[src/rtl/irqagg_pkg.sv]
`timescale 1ns/1ps
package irqagg_pkg;
    typedef enum logic [2:0] {
        ACC_IDLE,
        ACC_STAT_RD,
        ACC_MASK_RD,
        ACC_MASK_WR,
        ACC_STAT_WR,
        ACC_VOID_RD,
        ACC_VOID_WR
    } acc_e;
endpackage

[src/rtl/irqagg_sync2.sv]
`timescale 1ns/1ps
module irqagg_sync2 (
    input  logic clk,
    input  logic rst_n,
    input  logic d_in,
    output logic q_out
);
    logic s1_q, s2_q;

    always_ff @(posedge clk or negedge rst_n) begin
        if (!rst_n) begin
            s1_q <= 1'b0;
            s2_q <= 1'b0;
        end else begin
            s1_q <= d_in;
            s2_q <= s1_q;
        end
    end

    assign q_out = s2_q;
endmodule

[src/rtl/irqagg_src.sv]
`timescale 1ns/1ps
module irqagg_src #(
    parameter bit IS_LEVEL = 1'b0
) (
    input  logic clk,
    input  logic rst_n,
    input  logic pin,
    input  logic en_bit,
    input  logic clr,
    output logic stat,
    output logic cap_set
);
    logic lvl;

    irqagg_sync2 u_sync (
        .clk   (clk),
        .rst_n (rst_n),
        .d_in  (pin),
        .q_out (lvl)
    );

    generate
        if (IS_LEVEL) begin : g_level
            // The bit tracks the pin; a read has no effect on it.
            assign stat    = lvl;
            assign cap_set = 1'b0;
        end else begin : g_edge
            logic prev_q, cap_q, rise;

            assign rise    = lvl & ~prev_q;
            assign cap_set = rise & en_bit;

            always_ff @(posedge clk or negedge rst_n) begin
                if (!rst_n) begin
                    prev_q <= 1'b0;
                    cap_q  <= 1'b0;
                end else begin
                    prev_q <= lvl;
                    // A capture on the same edge as a clear takes precedence.
                    cap_q  <= (cap_q & ~clr) | cap_set;
                end
            end

            assign stat = cap_q;
        end
    endgenerate
endmodule

[src/rtl/irqagg_regif.sv]
`timescale 1ns/1ps
module irqagg_regif
    import irqagg_pkg::*;
#(
    parameter int NUM_BANKS = 3,
    parameter int BANK_W    = 8,
    parameter int ADDR_W    = 3
) (
    input  logic                          clk,
    input  logic                          rst_n,
    input  logic                          bus_sel,
    input  logic                          bus_wr,
    input  logic [ADDR_W-1:0]             bus_addr,
    input  logic [BANK_W-1:0]             bus_wdata,
    input  logic [NUM_BANKS*BANK_W-1:0]   status_all,
    output logic [NUM_BANKS*BANK_W-1:0]   mask_all,
    output logic [NUM_BANKS-1:0]          clr_bank,
    output logic [BANK_W-1:0]             bus_rdata
);
    localparam int NREG = 2 * NUM_BANKS;

    acc_e              acc_d;
    logic [ADDR_W-1:0] bank_idx;
    logic              in_range;
    logic              mask_we;
    logic [BANK_W-1:0] stat_sel, mask_sel, rdata_d, rdata_q;
    logic [BANK_W-1:0] mask_q [NUM_BANKS];

    assign bank_idx = bus_addr >> 1;
    assign in_range = int'(bus_addr) < NREG;

    always_comb begin
        stat_sel = '0;
        mask_sel = '0;
        for (int b = 0; b < NUM_BANKS; b++) begin
            if (int'(bank_idx) == b) begin
                stat_sel = status_all[b*BANK_W +: BANK_W];
                mask_sel = mask_q[b];
            end
        end
    end

    // Access decode: classify this cycle's request.
    always_comb begin
        if (!bus_sel)
            acc_d = ACC_IDLE;
        else if (!in_range)
            acc_d = bus_wr ? ACC_VOID_WR : ACC_VOID_RD;
        else if (bus_addr[0])
            acc_d = bus_wr ? ACC_MASK_WR : ACC_MASK_RD;
        else
            acc_d = bus_wr ? ACC_STAT_WR : ACC_STAT_RD;
    end

    // Actions of each access kind.
    always_comb begin
        clr_bank = '0;
        mask_we  = 1'b0;
        rdata_d  = rdata_q;
        unique case (acc_d)
            ACC_STAT_RD: begin
                rdata_d = stat_sel;
                for (int b = 0; b < NUM_BANKS; b++)
                    if (int'(bank_idx) == b) clr_bank[b] = 1'b1;
            end
            ACC_MASK_RD: rdata_d = mask_sel;
            ACC_MASK_WR: mask_we = 1'b1;
            ACC_VOID_RD: rdata_d = '0;
            ACC_IDLE, ACC_STAT_WR, ACC_VOID_WR: ;
            default: ;
        endcase
    end

    always_ff @(posedge clk or negedge rst_n) begin
        if (!rst_n) begin
            rdata_q <= '0;
            for (int b = 0; b < NUM_BANKS; b++) mask_q[b] <= '0;
        end else begin
            rdata_q <= rdata_d;
            for (int b = 0; b < NUM_BANKS; b++)
                if (mask_we && int'(bank_idx) == b) mask_q[b] <= bus_wdata;
        end
    end

    generate
        for (genvar b = 0; b < NUM_BANKS; b++) begin : g_mask
            assign mask_all[b*BANK_W +: BANK_W] = mask_q[b];
        end
    endgenerate

    assign bus_rdata = rdata_q;
endmodule

[src/rtl/irq_bank_aggregator.sv]
`timescale 1ns/1ps
module irq_bank_aggregator #(
    parameter int NUM_BANKS = 3,
    parameter int BANK_W    = 8,
    parameter int LEVEL_IDX = 20,
    parameter int ADDR_W    = $clog2(2 * NUM_BANKS)
) (
    input  logic                        clk,
    input  logic                        rst_n,
    input  logic [NUM_BANKS*BANK_W-1:0] irq_pins,
    input  logic                        bus_sel,
    input  logic                        bus_wr,
    input  logic [ADDR_W-1:0]           bus_addr,
    input  logic [BANK_W-1:0]           bus_wdata,
    output logic [BANK_W-1:0]           bus_rdata,
    output logic                        irq_out
);
    localparam int NSRC = NUM_BANKS * BANK_W;

    logic [NSRC-1:0]      status_all;
    logic [NSRC-1:0]      mask_all;
    logic [NSRC-1:0]      cap_set_all;
    logic [NUM_BANKS-1:0] clr_bank;
    logic                 irq_q;

    irqagg_regif #(
        .NUM_BANKS (NUM_BANKS),
        .BANK_W    (BANK_W),
        .ADDR_W    (ADDR_W)
    ) u_regif (
        .clk        (clk),
        .rst_n      (rst_n),
        .bus_sel    (bus_sel),
        .bus_wr     (bus_wr),
        .bus_addr   (bus_addr),
        .bus_wdata  (bus_wdata),
        .status_all (status_all),
        .mask_all   (mask_all),
        .clr_bank   (clr_bank),
        .bus_rdata  (bus_rdata)
    );

    generate
        for (genvar i = 0; i < NSRC; i++) begin : g_src
            irqagg_src #(
                .IS_LEVEL (i == LEVEL_IDX)
            ) u_src (
                .clk     (clk),
                .rst_n   (rst_n),
                .pin     (irq_pins[i]),
                .en_bit  (mask_all[i]),
                .clr     (clr_bank[i / BANK_W]),
                .stat    (status_all[i]),
                .cap_set (cap_set_all[i])
            );
        end
    endgenerate

    always_ff @(posedge clk or negedge rst_n) begin
        if (!rst_n) irq_q <= 1'b0;
        else        irq_q <= |(status_all & mask_all);
    end

    assign irq_out = irq_q;
endmodule

[config.mk]
export PLATFORM = sky130hd
export DESIGN_NAME = irq_bank_aggregator
export DESIGN_NICKNAME = d
export VERILOG_FILES = /design/src/rtl/irqagg_pkg.sv /design/src/rtl/irqagg_sync2.sv /design/src/rtl/irqagg_src.sv /design/src/rtl/irqagg_regif.sv /design/src/rtl/irq_bank_aggregator.sv
export SDC_FILE = /design/constraint.sdc
export NUM_CORES = 1
export LEC_CHECK = 0
export BUFFER_PORTS_ARGS = -buffer_cell sky130_fd_sc_hd__buf_2
export CAP_MARGIN = 20
export CORE_ASPECT_RATIO = 1.4
export CORE_MARGIN = 2
export CORE_UTILIZATION = 55
export CTS_BUF_LIST = sky130_fd_sc_hd__clkbuf_8 sky130_fd_sc_hd__clkbuf_16
export DETAILED_ROUTE_END_ITERATION = 10
export GPL_ROUTABILITY_DRIVEN = 0
export GPL_TIMING_DRIVEN = 0
export PLACE_DENSITY = 0.86
export SYNTH_ARGS = -nofsm -noshare
export SYNTH_HDL_FRONTEND = slang
export SYNTH_SLANG_ARGS = --single-unit
[constraint.sdc]
create_clock -name clk -period 1.31 [get_ports clk]
set_input_delay 0.1965 -clock clk [delete_from_list [all_inputs] [get_ports clk]]
set_output_delay 0.1965 -clock clk [all_outputs]
set_load 0.01 [all_outputs]
==> results of run 1 <==
metal layers:
| metal | vias to the layer above | track usage (%) |
|---|---|---|
| li1 | 1351 | - |
| met1 | 1578 | 32.48 |
| met2 | 165 | 39.06 |
| met3 | 63 | 7.410 |
| met4 | 0 | 19.55 |
| met5 | - | 0 |
state kept, by name, indices dropped and copies added (netlist names):
name and count:
g_src.u_src.u_sync.q_out 24, irq_out 1, g_src.u_src.stat 23, g_src.u_src.g_edge.prev_q 23, g_src.u_src.u_sync.s1_q 24, u_regif.bus_rdata 8
u_regif.mask_all 24
layout make-up:
cell class | count | area (µm²) | area share, %
Sequential cell | 127 | 3178 | 51.90
Multi-Input combinational cell | 165 | 1408 | 22.99
Timing Repair Buffer | 94 | 721.9 | 11.79
Clock buffer | 20 | 466.7 | 7.622
Clock inverter | 12 | 133.9 | 2.186
Tap cell | 102 | 127.6 | 2.084
Inverter | 9 | 46.29 | 0.7560
Buffer | 8 | 41.29 | 0.6743
stage by stage:
step | worst slack, ps | cells
2_1_floorplan | -486.5 | 311
3_3_place_gp | -1364 | 460
3_5_place_dp | -954.5 | 462
4_1_cts | -158.2 | 527
5_1_grt | -198.9 | 537
6_report | -170.8 | 537
kinds of logic after synthesis:
logic type	after synthesis
AO/OA/AOI/OAI	59
multiplexers	41
flip-flops	127
buffers and inverters	19
adder cells (fa/ha/maj)	1
AND/OR/NAND/NOR	64
repair_timing:
action | 4_1_cts | 5_1_grt
hold buffers | 25 | 0
endpoints found under the hold margin | 63 | 0
setup buffers | 9 | 11
setup endpoints to repair | 46 | 33
pin swaps | 5 | 5
resized for setup | 24 | 20
worst max-delay path: cells and delay by family:
kind                       cells  cell delay, ps
muxes                          1             310
and+or+nand+nor                3             690
adders and majority gates      1             260
buffers and inverters          3             310
path summary, 6_finish.rpt:
path	from	endpoint	slack (ps)	cells past startpoint
worst max-delay path	bus_addr[0]	u_regif.mask_all[13]	-170	8
worst min-delay path	bus_wdata[1]	u_regif.mask_all[17]	50	2
worst max register to register	u_regif.mask_all[21]	u_regif.bus_rdata[5]	10	4
worst min register to register	g_src[22].u_src.u_sync.s1_q	g_src[22].u_src.u_sync.q_out	340	0
max in group asynchronous	rst_n	g_src[4].u_src.u_sync.q_out	340	3
min in group asynchronous	rst_n	g_src[17].u_src.g_edge.prev_q	250	2
synth_stat cells:
cell type    n
inv_1        9
a21oi_1      8
nor2_1      10
mux2_2      24
o2bb2ai_1   18
o21ai_0      5
a22oi_1     10
nor3b_4      2
and2_1       1
a32o_1       8
nor3_4       1
a22o_1       1
ha_1         1
nor4b_1      1
o221ai_1     8
nand2_1     39
a221oi_1     1
dfrtp_1    127
nor2b_1      1
nand4bb_1    1
nor4bb_1     1
or3_1        1
nand2b_1     1
nand4b_1     1
mux2i_1     17
buf_2        3
buf_1        2
clkbuf_1     5
nand4_1      4
power groups by stage:
stage	combinational (mW)	sequential, mW	clock [mW]
after CTS	1.47	5.17	4.72
after global placement	1.21	5.16	0
after floorplan	0.893	4.98	0
after global routing	1.89	5.30	4.93
after detailed placement	1.30	5.19	0
final	1.74	5.25	4.67
==> key figures, run 1 <==
Routing
  • DR vias: 3157
  • Met1 WL: 3.955 mm
  • Final WL: 10.71 mm
  • Via density: about 6
  • Initial DRC Count: 292
  • Detail Route Antenna Nets: 0
  • Residual DRC count: 0
  • Met3 Wirelength: 735 µm
  • DR WL met2: 5.257 mm
  • Highest routed layer: met4
  • TritonRoute pass-1 iters: 5
  • DR WL/cell: 19.95 µm

Yosys
  • FF+latch count, synth: 127
  • Mapped Nets: about 350
  • Post-synthesis sequential area ratio: 70.65%
  • Synth top area cells: dfrtp_1 (71%), mux2_2 (6.0%), mux2i_1 (3.8%), o2bb2ai_1 (3.5%), nand2_1 (3.3%)
  • Area share of fa/ha/maj cells after synthesis: less than 1%
  • Syn avg cell area: 14.46 µm²
  • Area leader, netlist: dfrtp_1
  • Synth top area share: ~71%
  • Yosys warnings: 0
  • Post-Syn Area: 4498 µm²
  • Largest family of logic cells by synthesized area: compound AO/OA/AOI/OAI gates
  • Multiplexer area fraction after synthesis: 9.791%
  • Synth Area in Compound Gates: 10.35%
  • Mapped Cells: 311
  • Simple-gate share of the synthesized area: 7.260%
  • Count of cell types in the netlist: 29
  • Synth Area in XOR/XNOR: 0%

Setup path
  • Critical Path End Type: flop
  • Data required, critical path: 1610 ps
  • CP max stage delay: 390 ps
  • Worst Path Max Fanout: 5
  • Worst EP arrival: 1780 ps
  • Critical-path cell list: buf_12 > inv_12 > ha_4 > nand2_2 > or3_4 > nor3b_4 > buf_6 > mux2_4
  • Startpoint type of the worst setup path: primary input
  • Worst setup path class: in2reg
  • Slowest CP cell: or3_4

Timing
  • Fmax achieved: 675.3 MHz
  • Slew @ Worst Pin: approximately 530 ps
  • Hold_ws: 50.22 ps
  • Tmin final: 1481 ps
  • Clk_skew: 6.220 ps
  • Setup WS post-layout: -170.8 ps
  • RSZ-0062 raised after global routing: true
  • Setup violators final: 29
  • Tcrit/Tclk final: 113.0%
  • Setup TNS: -3411 ps
  • Hold Vio Cnt, Final: 0
  • Max Transition Viols Final: 0
  • Rel. slew slack: between 60 and 70%

GRT
  • GRT overflow: 0
  • First-pass GRT wire length: 17.14 mm
  • Gr usage total: about a quarter
  • Antenna violations before repair: 0
  • Vias in the first global route: approximately 3.3k
  • Largest net degree at the start of global routing: 89

Floorplan
  • Die W: a little over 80 µm
  • Die Height: 111 µm
  • Core Rows: 39
  • Die area: between 8000 and 9000 µm²
  • Core region area: 8051 µm²
  • IO Count: 48
  • Initial core utilization: 55.87%

Pwr
  • Switching Fraction: between 20% and 30%
  • Seq pwr share: between 40 and 50%
  • Pwr Density: 1904 nW/µm²
  • Pwr Total: 11.66 mW
  • Static leakage: approximately 2.8 nW
  • Max IR drop VDD: around 1200 µV
  • Gate power share: 14.9%
  • Clk pwr share: roughly two fifths
  • Sw Pwr: 3.157 mW
  • Int Pwr: 8.500 mW

CTS
  • Root Buffer: clkbuf_16
  • Worst-path clk slew: 60 ps
  • CTS tree: done
  • Worst-skew pair later-pin latency: 420 ps
  • Clock tree sinks: 127
  • CTS buffer count: 17
  • Clock buffer depth: 2
  • H-tree depth: 4

Place
  • Hpwl dp: 6.228 mm
  • Port bufs: 47
  • Dpl cell area: around 5000 µm²

Finish
  • Fillers: ~440
  • Share of cells above drive strength 1: 33.56%
  • Most frequent cells in the layout: dfrtp_1 (127), buf_2 (44), nand2_1 (38), dlygate4sd3_1 (25), mux2_4 (24)
  • Design area: slightly above 6000 µm²
  • Post-layout net count: around 460
  • Antenna cells: 0
  • Area Overhead vs Synth: 36.13%
  • Most common cell after layout, fill and taps aside: dfrtp_1
  • Core Util, Final: 76.05%

Status
  • Failing checks: negative setup slack
  • Status: complete, but fails checks

Job
  • Max-Cap Viols: 0

Min path
  • Min-delay worst type: in2reg
(Power assumes the default switching activity.)
==> run 2: changes to the inputs <==
--- a/config.mk
+++ b/config.mk
@@ -9,12 +9,12 @@
 export CAP_MARGIN = 20
 export CORE_ASPECT_RATIO = 1.4
 export CORE_MARGIN = 2
-export CORE_UTILIZATION = 55
+export CORE_UTILIZATION = 49
 export CTS_BUF_LIST = sky130_fd_sc_hd__clkbuf_8 sky130_fd_sc_hd__clkbuf_16
 export DETAILED_ROUTE_END_ITERATION = 10
 export GPL_ROUTABILITY_DRIVEN = 0
 export GPL_TIMING_DRIVEN = 0
-export PLACE_DENSITY = 0.86
+export PLACE_DENSITY = 0.79
 export SYNTH_ARGS = -nofsm -noshare
 export SYNTH_HDL_FRONTEND = slang
 export SYNTH_SLANG_ARGS = --single-unit
==> key figures, run 2 (same netlist as run 1, synthesis figures left out) <==
Status
  • Status: complete, but fails checks (unchanged)
  • Failing checks: negative setup slack (unchanged)

Setup path
  • Worst setup path class: in2reg (unchanged)
  • Critical Path End Type: flop (unchanged)
  • Worst Path Max Fanout: 3 (was 5)
  • Data required, critical path: 1600 ps (was 1610 ps)
  • Startpoint type of the worst setup path: primary input (unchanged)
  • Worst EP arrival: 1770 ps (was 1780 ps)
  • Flop-to-flop setup slack: 50 ps (was 10 ps)

Min path
  • Min-delay worst type: in2reg (unchanged)

Routing
  • TritonRoute pass-1 iters: 4 (was 5)
  • Final WL: 9.969 mm (was 10.71 mm)
  • Residual DRC count: 0 (unchanged)
  • Via density: 5.486 (was 5.879)
  • DR WL/cell: 18.63 µm (was 19.95 µm)
  • Initial DRC Count: 336 (was 292)
  • DR vias: 2935 (was 3157)
  • Detail Route Antenna Nets: 0 (unchanged)

Finish
  • Area Overhead vs Synth: 33.88% (was 36.13%)
  • Antenna cells: 0 (unchanged)
  • Most frequent cells in the layout: dfrtp_1 (127), buf_2 (46), nand2_1 (38), dlygate4sd3_1 (25), mux2_4 (24) (was dfrtp_1 (127), buf_2 (44), nand2_1 (38), dlygate4sd3_1 (25), mux2_4 (24))
  • Most common cell after layout, fill and taps aside: dfrtp_1 (unchanged)
  • Share of cells above drive strength 1: 30.37% (was 33.56%)
  • Post-layout net count: 456 (was 462)
  • Core Util, Final: 67.08% (was 76.05%)

Floorplan
  • Die area: 9973 µm² (was 8928 µm²)
  • Core Rows: 41 (was 39)
  • Die Height: 117.4 µm (was 111 µm)
  • Initial core utilization: 50.10% (was 55.87%)
  • IO Count: 48 (unchanged)
  • Die W: 84.98 µm (was 80.43 µm)
  • Core region area: 8977 µm² (was 8051 µm²)

Timing
  • Setup TNS: -3384 ps (was -3411 ps)
  • Clk_skew: 6.664 ps (was 6.220 ps)
  • Tcrit/Tclk final: 113.2% (was 113.0%)
  • Setup WS post-layout: -172.3 ps (was -170.8 ps)
  • RSZ-0062 raised after global routing: true (unchanged)
  • Setup violators final: 29 (unchanged)
  • Hold_ws: 60.86 ps (was 50.22 ps)
  • Slew @ Worst Pin: 561.4 ps (was 532.3 ps)
  • Tmin final: 1482 ps (was 1481 ps)
  • Hold Vio Cnt, Final: 0 (unchanged)
  • Max Transition Viols Final: 0 (unchanged)
  • Rel. slew slack: 62.57% (was 64.51%)
  • Fmax achieved: 674.6 MHz (was 675.3 MHz)

GRT
  • First-pass GRT wire length: 16.60 mm (was 17.14 mm)
  • GRT overflow: 0 (unchanged)
  • Antenna violations before repair: 0 (unchanged)
  • Largest net degree at the start of global routing: 85 (was 89)
  • Gr usage total: 22.16% (was 26.34%)
  • Vias in the first global route: 3214 (was 3344)

CTS
  • Clock tree sinks: 127 (unchanged)
  • Root Buffer: clkbuf_16 (unchanged)
  • CTS tree: done (unchanged)
  • Worst-skew pair later-pin latency: 410 ps (was 420 ps)
  • CTS buffer count: 17 (unchanged)
  • Worst-path clk slew: 60 ps (about the same)
  • H-tree depth: 4 (unchanged)
  • Clock buffer depth: 2 (unchanged)

Pwr
  • Pwr Density: 1841 nW/µm² (was 1904 nW/µm²)
  • Max IR drop VDD: 1009 µV (was 1238 µV)
  • Static leakage: 2.766 nW (was 2.795 nW)
  • Int Pwr: 8.200 mW (was 8.500 mW)
  • Sw Pwr: 2.885 mW (was 3.157 mW)
  • Clk pwr share: 39.6% (was 40.0%)
  • Gate power share: 13.6% (was 14.9%)
  • Seq pwr share: 46.8% (was 45.0%)
  • Switching Fraction: 26.02% (was 27.08%)
  • Pwr Total: 11.08 mW (was 11.66 mW)

Place
  • Hpwl dp: 6.242 mm (was 6.228 mm)
  • Post-place setup slack: -970.6 ps (was -954.5 ps)
  • Port bufs: 47 (unchanged)

Job
  • Max-Cap Viols: 0 (unchanged)
[run 2: critical path, cell delays in order]
cell,delay [ps]
buf_12,90
inv_12,30
ha_4,270
nand2_4,50
or3_4,380
nor3b_4,280
buf_6,170
mux2_4,300
[run 2: repair_timing]
item / 4_1_cts / 5_1_grt
endpoints found under the setup margin: 47 / 37
hold buffers: 25 / 0
pin swaps: 8 / 5
gates resized for setup: 31 / 10
endpoints found under the hold margin: 67 / 0
setup buffers: 13 / 1
[run 2: worst paths after layout]
path	from	end	cells after the start
worst max-delay path	bus_addr[0]	u_regif.mask_all[10]	8
worst min-delay path	bus_wdata[0]	u_regif.mask_all[8]	2
worst max register to register	u_regif.mask_all[12]	irq_out	4
worst min register to register	g_src[10].u_src.u_sync.s1_q	g_src[10].u_src.u_sync.q_out	0
max in group asynchronous	rst_n	g_src[6].u_src.u_sync.s1_q	3
min in group asynchronous	rst_n	g_src[4].u_src.u_sync.q_out	2
[run 2: per-stage QoR]
stage | area (µm²) | cells
final | 6022 | 535
after global placement | 4930 | 465
after global routing | 6022 | 535
after detailed placement | 4969 | 467
after floorplan | 4561 | 311
after CTS | 6005 | 535
[run 2: per-layer routing]
| layer | part of all wire, % | vias up | GRT usage, % |
|---|---|---|---|
| li1 | - | 1333 | - |
| met1 | 39 | 1459 | 26.60 |
| met2 | 52 | 111 | 35.21 |
| met3 | 4.9 | 32 | 6.615 |
| met4 | 3.7 | 0 | 12.70 |
| met5 | 0 | - | 0 |
[run 2: power by group through the flow]
stage / Clock (mW) / Combinational [mW] / Sequential, mW
after floorplan: 0 / 0.893 / 4.98
after global placement: 0 / 1.22 / 5.17
after detailed placement: 0 / 1.30 / 5.20
after CTS: 4.46 / 1.49 / 5.16
after global routing: 4.65 / 1.66 / 5.25
final: 4.39 / 1.51 / 5.18
[run 2: final cells by class]
type | instances | area, µm²
clock buffer | 21 | 480.5
inverter | 9 | 46.29
buffer | 8 | 41.29
clock inverter | 10 | 90.09
multi-input combinational | 165 | 1371
fill | 579 | 2955
timing repair buffer | 88 | 680.7
sequential | 127 | 3178
tap | 107 | 133.9
